$ cat src/rtl/finj_pkg.sv
package finj_pkg;
    localparam int CDN_BASE   = 'h810;
    localparam int CTL_BASE   = 'h808;
    localparam int REC_STRIDE = 64;
    localparam int EN_BIT     = 31;
    localparam int REG_W      = 64;
endpackage

$ cat src/rtl/finj_pick.sv
module finj_pick #(
    parameter int NUM_ERR = 8
) (
    input  logic [NUM_ERR-1:0] mask,
    output logic [NUM_ERR-1:0] onehot,
    output logic               any
);
    logic [NUM_ERR:0] below;

    assign below[0] = 1'b0;
    for (genvar i = 0; i < NUM_ERR; i++) begin : g_chain
        assign below[i+1] = below[i] | mask[i];
        assign onehot[i]  = mask[i] & ~below[i];
    end
    assign any = below[NUM_ERR];
endmodule

$ cat src/rtl/finj_counter.sv
module finj_counter #(
    parameter int CNT_W = 32
) (
    input  logic             clk,
    input  logic             rst,
    input  logic             load,
    input  logic [CNT_W-1:0] load_val,
    input  logic             en,
    input  logic             tick,
    output logic             hit_zero,
    output logic             cnt_zero
);
    typedef struct packed {
        logic [CNT_W-1:0] cnt;
    } cnt_state_t;

    cnt_state_t st_d, st_q;

    always_comb begin
        st_d     = st_q;
        hit_zero = 1'b0;
        if (load) begin
            st_d.cnt = load_val;
        end else if (en && tick && st_q.cnt != '0) begin
            st_d.cnt = st_q.cnt - CNT_W'(1);
            hit_zero = (st_q.cnt == CNT_W'(1));
        end
    end

    always_ff @(posedge clk) begin
        if (rst) st_q <= '0;
        else     st_q <= st_d;
    end

    assign cnt_zero = (st_q.cnt == '0);

    p_step_r5: assert property (@(posedge clk) disable iff (rst)
        (!load && en && tick && st_q.cnt != '0) |=> st_q.cnt == $past(st_q.cnt) - CNT_W'(1));
    p_hold_r6: assert property (@(posedge clk) disable iff (rst)
        (!load && !(en && tick)) |=> $stable(st_q.cnt));
    p_idle_zero_r9: assert property (@(posedge clk) disable iff (rst)
        (!load && cnt_zero) |=> cnt_zero);
endmodule

$ cat src/rtl/finj_regs.sv
module finj_regs
    import finj_pkg::*;
#(
    parameter int ADDR_W    = 16,
    parameter int REC_INDEX = 0,
    parameter int NUM_ERR   = 8,
    parameter int CNT_W     = 32
) (
    input  logic               clk,
    input  logic               rst,
    input  logic               req_valid,
    input  logic               req_write,
    input  logic [ADDR_W-1:0]  req_addr,
    input  logic [REG_W-1:0]   req_wdata,
    output logic               rsp_valid,
    output logic [REG_W-1:0]   rsp_rdata,
    output logic               en,
    output logic [NUM_ERR-1:0] mask,
    output logic               load,
    output logic [CNT_W-1:0]   load_val
);
    localparam logic [ADDR_W-1:0] CDN_ADDR = ADDR_W'(CDN_BASE + REC_STRIDE * REC_INDEX);
    localparam logic [ADDR_W-1:0] CTL_ADDR = ADDR_W'(CTL_BASE + REC_STRIDE * REC_INDEX);

    typedef struct packed {
        logic [CNT_W-1:0]   cdn;
        logic               en;
        logic [NUM_ERR-1:0] mask;
        logic               rsp_valid;
        logic [REG_W-1:0]   rdata;
    } reg_state_t;

    reg_state_t st_d, st_q;
    logic hit_cdn, hit_ctl;
    logic unused_wbits;

    assign unused_wbits = ^req_wdata[REG_W-1:CNT_W];

    always_comb begin
        st_d           = st_q;
        hit_cdn        = req_valid && (req_addr == CDN_ADDR);
        hit_ctl        = req_valid && (req_addr == CTL_ADDR);
        load           = 1'b0;
        load_val       = st_q.cdn;
        st_d.rsp_valid = req_valid && !req_write;
        st_d.rdata     = '0;
        if (req_write) begin
            if (hit_cdn) begin
                st_d.cdn = req_wdata[CNT_W-1:0];
                load_val = req_wdata[CNT_W-1:0];
                load     = st_q.en;
            end
            if (hit_ctl) begin
                st_d.en   = req_wdata[EN_BIT];
                st_d.mask = req_wdata[NUM_ERR-1:0];
                load      = req_wdata[EN_BIT] && !st_q.en;
            end
        end else begin
            if (hit_cdn) st_d.rdata[CNT_W-1:0] = st_q.cdn;
            if (hit_ctl) begin
                st_d.rdata[EN_BIT]      = st_q.en;
                st_d.rdata[NUM_ERR-1:0] = st_q.mask;
            end
        end
    end

    always_ff @(posedge clk) begin
        if (rst) st_q <= '0;
        else     st_q <= st_d;
    end

    assign rsp_valid = st_q.rsp_valid;
    assign rsp_rdata = st_q.rdata;
    assign en        = st_q.en;
    assign mask      = st_q.mask;

    p_hi_zero_r2: assert property (@(posedge clk) disable iff (rst)
        rsp_rdata[REG_W-1:CNT_W] == '0);
    p_rsp_timing_r12: assert property (@(posedge clk) disable iff (rst)
        (req_valid && !req_write) |=> rsp_valid);
    p_load_needs_en_r4: assert property (@(posedge clk) disable iff (rst)
        load |=> en);
endmodule

$ cat src/rtl/finj_countdown.sv
module finj_countdown
    import finj_pkg::*;
#(
    parameter int ADDR_W    = 16,
    parameter int REC_INDEX = 0,
    parameter int NUM_ERR   = 8,
    parameter int CNT_W     = 32
) (
    input  logic               clk,
    input  logic               rst,
    input  logic               req_valid,
    input  logic               req_write,
    input  logic [ADDR_W-1:0]  req_addr,
    input  logic [63:0]        req_wdata,
    output logic               rsp_valid,
    output logic [63:0]        rsp_rdata,
    input  logic               tick,
    output logic               inj_valid,
    output logic [NUM_ERR-1:0] inj_type
);
    typedef struct packed {
        logic               valid;
        logic [NUM_ERR-1:0] kind;
    } inj_state_t;

    inj_state_t st_d, st_q;
    logic               en, load, hit_zero, cnt_zero, mask_any;
    logic [NUM_ERR-1:0] mask, pick;
    logic [CNT_W-1:0]   load_val;

    finj_regs #(.ADDR_W(ADDR_W), .REC_INDEX(REC_INDEX), .NUM_ERR(NUM_ERR), .CNT_W(CNT_W)) u_regs (
        .clk(clk), .rst(rst), .req_valid(req_valid), .req_write(req_write),
        .req_addr(req_addr), .req_wdata(req_wdata), .rsp_valid(rsp_valid),
        .rsp_rdata(rsp_rdata), .en(en), .mask(mask), .load(load), .load_val(load_val)
    );

    finj_counter #(.CNT_W(CNT_W)) u_cnt (
        .clk(clk), .rst(rst), .load(load), .load_val(load_val), .en(en),
        .tick(tick), .hit_zero(hit_zero), .cnt_zero(cnt_zero)
    );

    finj_pick #(.NUM_ERR(NUM_ERR)) u_pick (
        .mask(mask), .onehot(pick), .any(mask_any)
    );

    always_comb begin
        st_d.valid = hit_zero && mask_any;
        st_d.kind  = (hit_zero && mask_any) ? pick : '0;
    end

    always_ff @(posedge clk) begin
        if (rst) st_q <= '0;
        else     st_q <= st_d;
    end

    assign inj_valid = st_q.valid;
    assign inj_type  = st_q.kind;

    p_pulse_at_zero_r7: assert property (@(posedge clk) disable iff (rst)
        inj_valid |-> cnt_zero);
    p_single_pulse_r7: assert property (@(posedge clk) disable iff (rst)
        inj_valid |=> !inj_valid);
    p_type_onehot_r8: assert property (@(posedge clk) disable iff (rst)
        inj_valid |-> $countones(inj_type) == 1);
    p_type_quiet_r8: assert property (@(posedge clk) disable iff (rst)
        !inj_valid |-> inj_type == '0);
    p_needs_en_r6: assert property (@(posedge clk) disable iff (rst)
        inj_valid |-> $past(en));
endmodule

$ cat config.mk
export PLATFORM = sky130hd
export DESIGN_NAME = finj_countdown
export DESIGN_NICKNAME = d
export VERILOG_FILES = /design/src/rtl/finj_pkg.sv /design/src/rtl/finj_pick.sv /design/src/rtl/finj_counter.sv /design/src/rtl/finj_regs.sv /design/src/rtl/finj_countdown.sv
export SDC_FILE = /design/constraint.sdc
export NUM_CORES = 1
export LEC_CHECK = 0
export ABC_CLOCK_PERIOD_IN_PS = 2800
export BUFFER_PORTS_ARGS = -buffer_cell sky130_fd_sc_hd__buf_4
export CORE_MARGIN = 2
export CORE_UTILIZATION = 35
export DETAILED_ROUTE_END_ITERATION = 7
export GPL_TIMING_DRIVEN = 0
export PLACE_DENSITY_LB_ADDON = 0.2
export SYNTH_ARGS = -nofsm -noshare
export SYNTH_HDL_FRONTEND = slang
export SYNTH_SLANG_ARGS = --single-unit
$ cat constraint.sdc
create_clock -name clk -period 2.8 [get_ports clk]
set_input_delay 0.56 -clock clk [delete_from_list [all_inputs] [get_ports clk]]
set_output_delay 0.56 -clock clk [all_outputs]
set_load 0.01 [all_outputs]
==> results.md <==
Routing:
- The aggregate routed wire length is ~13000 um.
- After the first detailed-routing iteration, the DRC count stood at 250.
- Once detail routing completed, the nets flagged for antenna violations numbered 0.
- In the routed design, unresolved DRC markers number 0.
- The average wire per standard cell is between 10 and 15 um.
- The first detailed-routing pass ran for 7 iterations.
- The via count is 4243.
- After detailed routing, the number of vias per cell comes to 4.78.

Place:
- The final estimated routing congestion in global placement is about 0.84.
- The placed wire-length estimate is 10000 um.
- The number of placed instances, taps included is between 800 and 900.
- The number of buffer cells added on primary ports is 94.

Finish:
- The antenna diode count is 0.
- The proportion of layout cells with a drive suffix above 1 is 0.310.
- Once layout is complete, the utilization of the core stands at 0.475.
- Once layout is complete, the cells apart from fillers number 887.
- The most frequent standard cell in the layout excluding fill and tap cells is sky130_fd_sc_hd__buf_4.
- At the end of the flow, the number of nets in the layout was 777.
- In the layout the commonest cells are sky130_fd_sc_hd__buf_4 (162), sky130_fd_sc_hd__dfxtp_1 (115), sky130_fd_sc_hd__nor2_1 (59).
- Compared with the post-synthesis result, the final layout area differs by 32.7%.

Floorplanning:
- The number of placement rows is 44.
- For this configuration, the core starts out at a cell density of 0.358.
- The die covers about 16000 um2.
- The vertical die dimension is 126 um.
- The horizontal extent of the die is roughly 130 um.
- The core box area is approximately 15000 um2.
- The top-level I/O count is 159.

Logic synthesis:
- The flip-flop cell with the highest count after synthesis is sky130_fd_sc_hd__dfxtp_1.
- Of the synthesized area, sequential elements account for 0.442.
- The cell area that synthesis handed to floorplanning was 5210 um2.
- The async set or reset register ratio after synthesis is 0.
- The number of library cell types mapped by synthesis is 52.
- During synthesis, Yosys emitted a total of 0 warnings.
- A synthesized cell averages roughly 9.5 um2.
- Of the post-synthesis cell area, the dominant cell type holds 0.442.
- Ranked by total cell area, the synthesized netlist is headed by sky130_fd_sc_hd__dfxtp_1 (44%), sky130_fd_sc_hd__buf_4 (9.8%), sky130_fd_sc_hd__mux2i_1 (6.2%).
- The post-synthesis cell type with the largest combined area is sky130_fd_sc_hd__dfxtp_1.
- The synthesized netlist cell count is 546.
- Synthesis inferred 115 register bits.
- Counting flops with a built-in enable in the synthesized netlist gives 0.

Timing:
- The minimum hold slack is ~0.37 ns.
- In the finished design, the share of the clock period the worst path needs comes to 0.913.
- The final critical delay including setup and external delays is roughly 2.6 ns.
- The actual slew at the worst max-slew pin is 0.834 ns.
- The headroom to the max-slew limit is 0.439.
- The number of max-slew violations in the final report is 0.
- The final number of hold-violating endpoints came to 0.
- Setup total negative slack on the finished layout was measured at 0 ns.
- The fmax is ~390 MHz.
- Setup violations remaining at the end of the flow were counted as 0.
- The setup skew after layout is 0.00508 ns.
- Setup repair after global routing left no endpoint under its margin.

Power and ir drop:
- The share of total power dissipated in sequential elements is 0.391.
- Of the total power, combinational logic draws 0.040.
- The share of total power dissipated in the clock network is 0.569.
- The net switching component of the power is 0.854 mW.
- The net switching share of the total power is 0.204.
- IR analysis of the VDD net gives a maximum drop of 433 uV.
- The design internal power is about 3.3 mW.
- In this run the static leakage power is ~3 nW.
- Dividing total power by cell area gives a power density of 606 nW/um2.

CTS:
- The number of buffers created by CTS is 17.
- The buffer depth of the longest clock path is 2.
- The level count of the clock H-tree is 4.
- TritonCTS built the clock tree.
- The clock slew at the register clock pins of the worst setup and hold paths is around 0.050 ns.
- The buffer type at the clock tree root is sky130_fd_sc_hd__clkbuf_16.
- In this run the post-CTS setup repair buffer count came out at 0.
- For the worst-skew pair, the clock arrives at the later sink with an insertion delay of 0.41 ns.
- Hold repair after CTS inserted 0 buffers.
- The number of sinks handled by clock tree synthesis is around 120.
- The post-cts gate resize count is 0.

Worst setup path:
- The end point of the critical path is u_cnt.st_q[30].
- The worst setup path is captured at a flip-flop.
- By startpoint and endpoint, the worst setup path is classified as flip-flop to flip-flop.
- In this run the worst setup path begins at u_cnt.st_q[0].
- Data on the critical path is required at its endpoint by around 3.1 ns.
- The launching point of the worst reg2reg path is u_cnt.st_q[0].
- The setup slack of the worst register-to-register path is 0.24 ns.
- The logic depth of the worst register-to-register path is 8.
- For this run, the slowest stage of the critical path takes 0.61 ns.
- STA classifies the critical path startpoint as a flip-flop.
- The endpoint of the most critical register-to-register path is u_cnt.st_q[30].
- The biggest fanout along the worst timing path is 6.
- The critical path goes through inv_1 > ha_1 > nor3b_1 > nand2_1 > nor4_1 > xor2_1 > nor2_1 > a211oi_1.
- Data on the critical path arrives at its endpoint at 2.88 ns.
- The slowest stage of the critical path belongs to the cell sky130_fd_sc_hd__nor3b_1.

Status:
- The run finished with clean final reports.

Run:
- The total of max-cap violations is 0.

GRT:
- The first global-routing pass estimated 21100 um of wire.
- The total grt overflow is 0.
- Entering global routing, the biggest net connects 17 pins.
- The number of antenna violations at the first check in global routing is 0.
- The number of global-route vias before repair is 4049.
- In the global route stage, overall resource usage came out at 0.170.

Min path:
- The path type of the worst min-delay path is input port to flip-flop.
- Counting instances, the worst hold path has a depth of 3.
## synthesized netlist by cell type, types with 9 or more instances
| master | instances |
|---|---|
| sky130_fd_sc_hd__and2_1 | 25 |
| sky130_fd_sc_hd__nor4_1 | 12 |
| sky130_fd_sc_hd__clkbuf_1 | 16 |
| sky130_fd_sc_hd__xnor2_1 | 10 |
| sky130_fd_sc_hd__xor2_1 | 18 |
| sky130_fd_sc_hd__nand2_1 | 22 |
| sky130_fd_sc_hd__dfxtp_1 | 115 |
| sky130_fd_sc_hd__nor3_1 | 12 |
| sky130_fd_sc_hd__a21oi_1 | 24 |
| sky130_fd_sc_hd__o21a_1 | 12 |
| sky130_fd_sc_hd__o22ai_1 | 9 |
| sky130_fd_sc_hd__nor2_1 | 59 |
| sky130_fd_sc_hd__buf_4 | 68 |
| sky130_fd_sc_hd__a211oi_1 | 10 |
| sky130_fd_sc_hd__mux2i_1 | 32 |
| sky130_fd_sc_hd__nand3_1 | 18 |
## cell type report
type / instances / area [um2]
plain buffers: 88 / 597
clock buffers: 20 / 447
clock inverters: 12 / 205
fillers: 1361 / 7620
inverters: 5 / 18.8
multi-input cells: 369 / 2400
flip-flops and latches: 115 / 2300
well taps: 184 / 230
repair buffers: 94 / 706
## critical path, delay by kind of cell (launching register included)
family / cells / cell delay [ns]
compound gates: 1 / 0.20
xor+xnor: 1 / 0.18
fa+ha+maj: 1 / 0.21
buf+inv: 1 / 0.11
flops: 1 / 0.32
simple gates: 4 / 1.45
## metrics by stage
step / instance area [um2] / total power [mW] / setup WS, ns
after floorplan: 5320 / 1.76 / 0.647
after global placement: 6260 / 1.84 / 0.0173
after detailed placement: 6260 / 1.84 / -0.000407
after CTS: 6910 / 4.22 / 0.317
after global routing: 6910 / 4.31 / 0.0805
final: 6910 / 4.18 / 0.243
## flip-flops by register name, summed over array words and instances (netlist names)
| register | flops |
|---|---|
| u_cnt.st_q | 32 |
| inj_valid | 1 |
| u_regs.en | 1 |
| u_regs.rsp_valid | 1 |
| u_regs.st_q | 32 |
| u_regs.mask | 8 |
| inj_type | 8 |
| u_regs.rsp_rdata | 32 |
## power groups by stage
| stage | logic, mW | clock network (mW) | registers, mW |
|---|---|---|---|
| 6_report | 0.167 | 2.38 | 1.64 |
| 5_1_grt | 0.179 | 2.50 | 1.64 |
| 4_1_cts | 0.164 | 2.41 | 1.64 |
| 3_5_place_dp | 0.164 | 0 | 1.67 |
| 3_3_place_gp | 0.163 | 0 | 1.67 |
| 2_1_floorplan | 0.0837 | 0 | 1.67 |
## cells by family (layout without fill, tap and decap cells)
family	after synthesis	in the layout	share of synthesized area
mux	32	32	0.0615
xor+xnor	28	28	0.0471
compound gates	76	76	0.105
flops	115	115	0.442
simple gates	199	199	0.221
fa+ha+maj	2	2	0.00481
other cells	1	32	0.000720
buf+inv	93	219	0.118
## how the worst min path moves through the flow
stage	start	to	slack, ns
after global placement	u_regs.st_q[97]	u_regs.rsp_rdata[23]	0.44
after floorplan	u_regs.st_q[84]	u_regs.rsp_rdata[10]	0.43
after global routing	req_valid	u_regs.rsp_valid	0.38
final	req_valid	u_regs.rsp_valid	0.37
after detailed placement	u_regs.st_q[100]	u_regs.rsp_rdata[26]	0.44
after CTS	req_valid	u_regs.rsp_valid	0.36
## metal layers
metal,up-vias,part of all wire,GRT usage
met4,0,0.014,0.0666
met3,19,0.069,0.0438
met1,1933,0.47,0.231
li1,2100,-,-
met2,191,0.45,0.261
met5,-,0,0
Note: power is estimated with default switching activity, not from simulation.
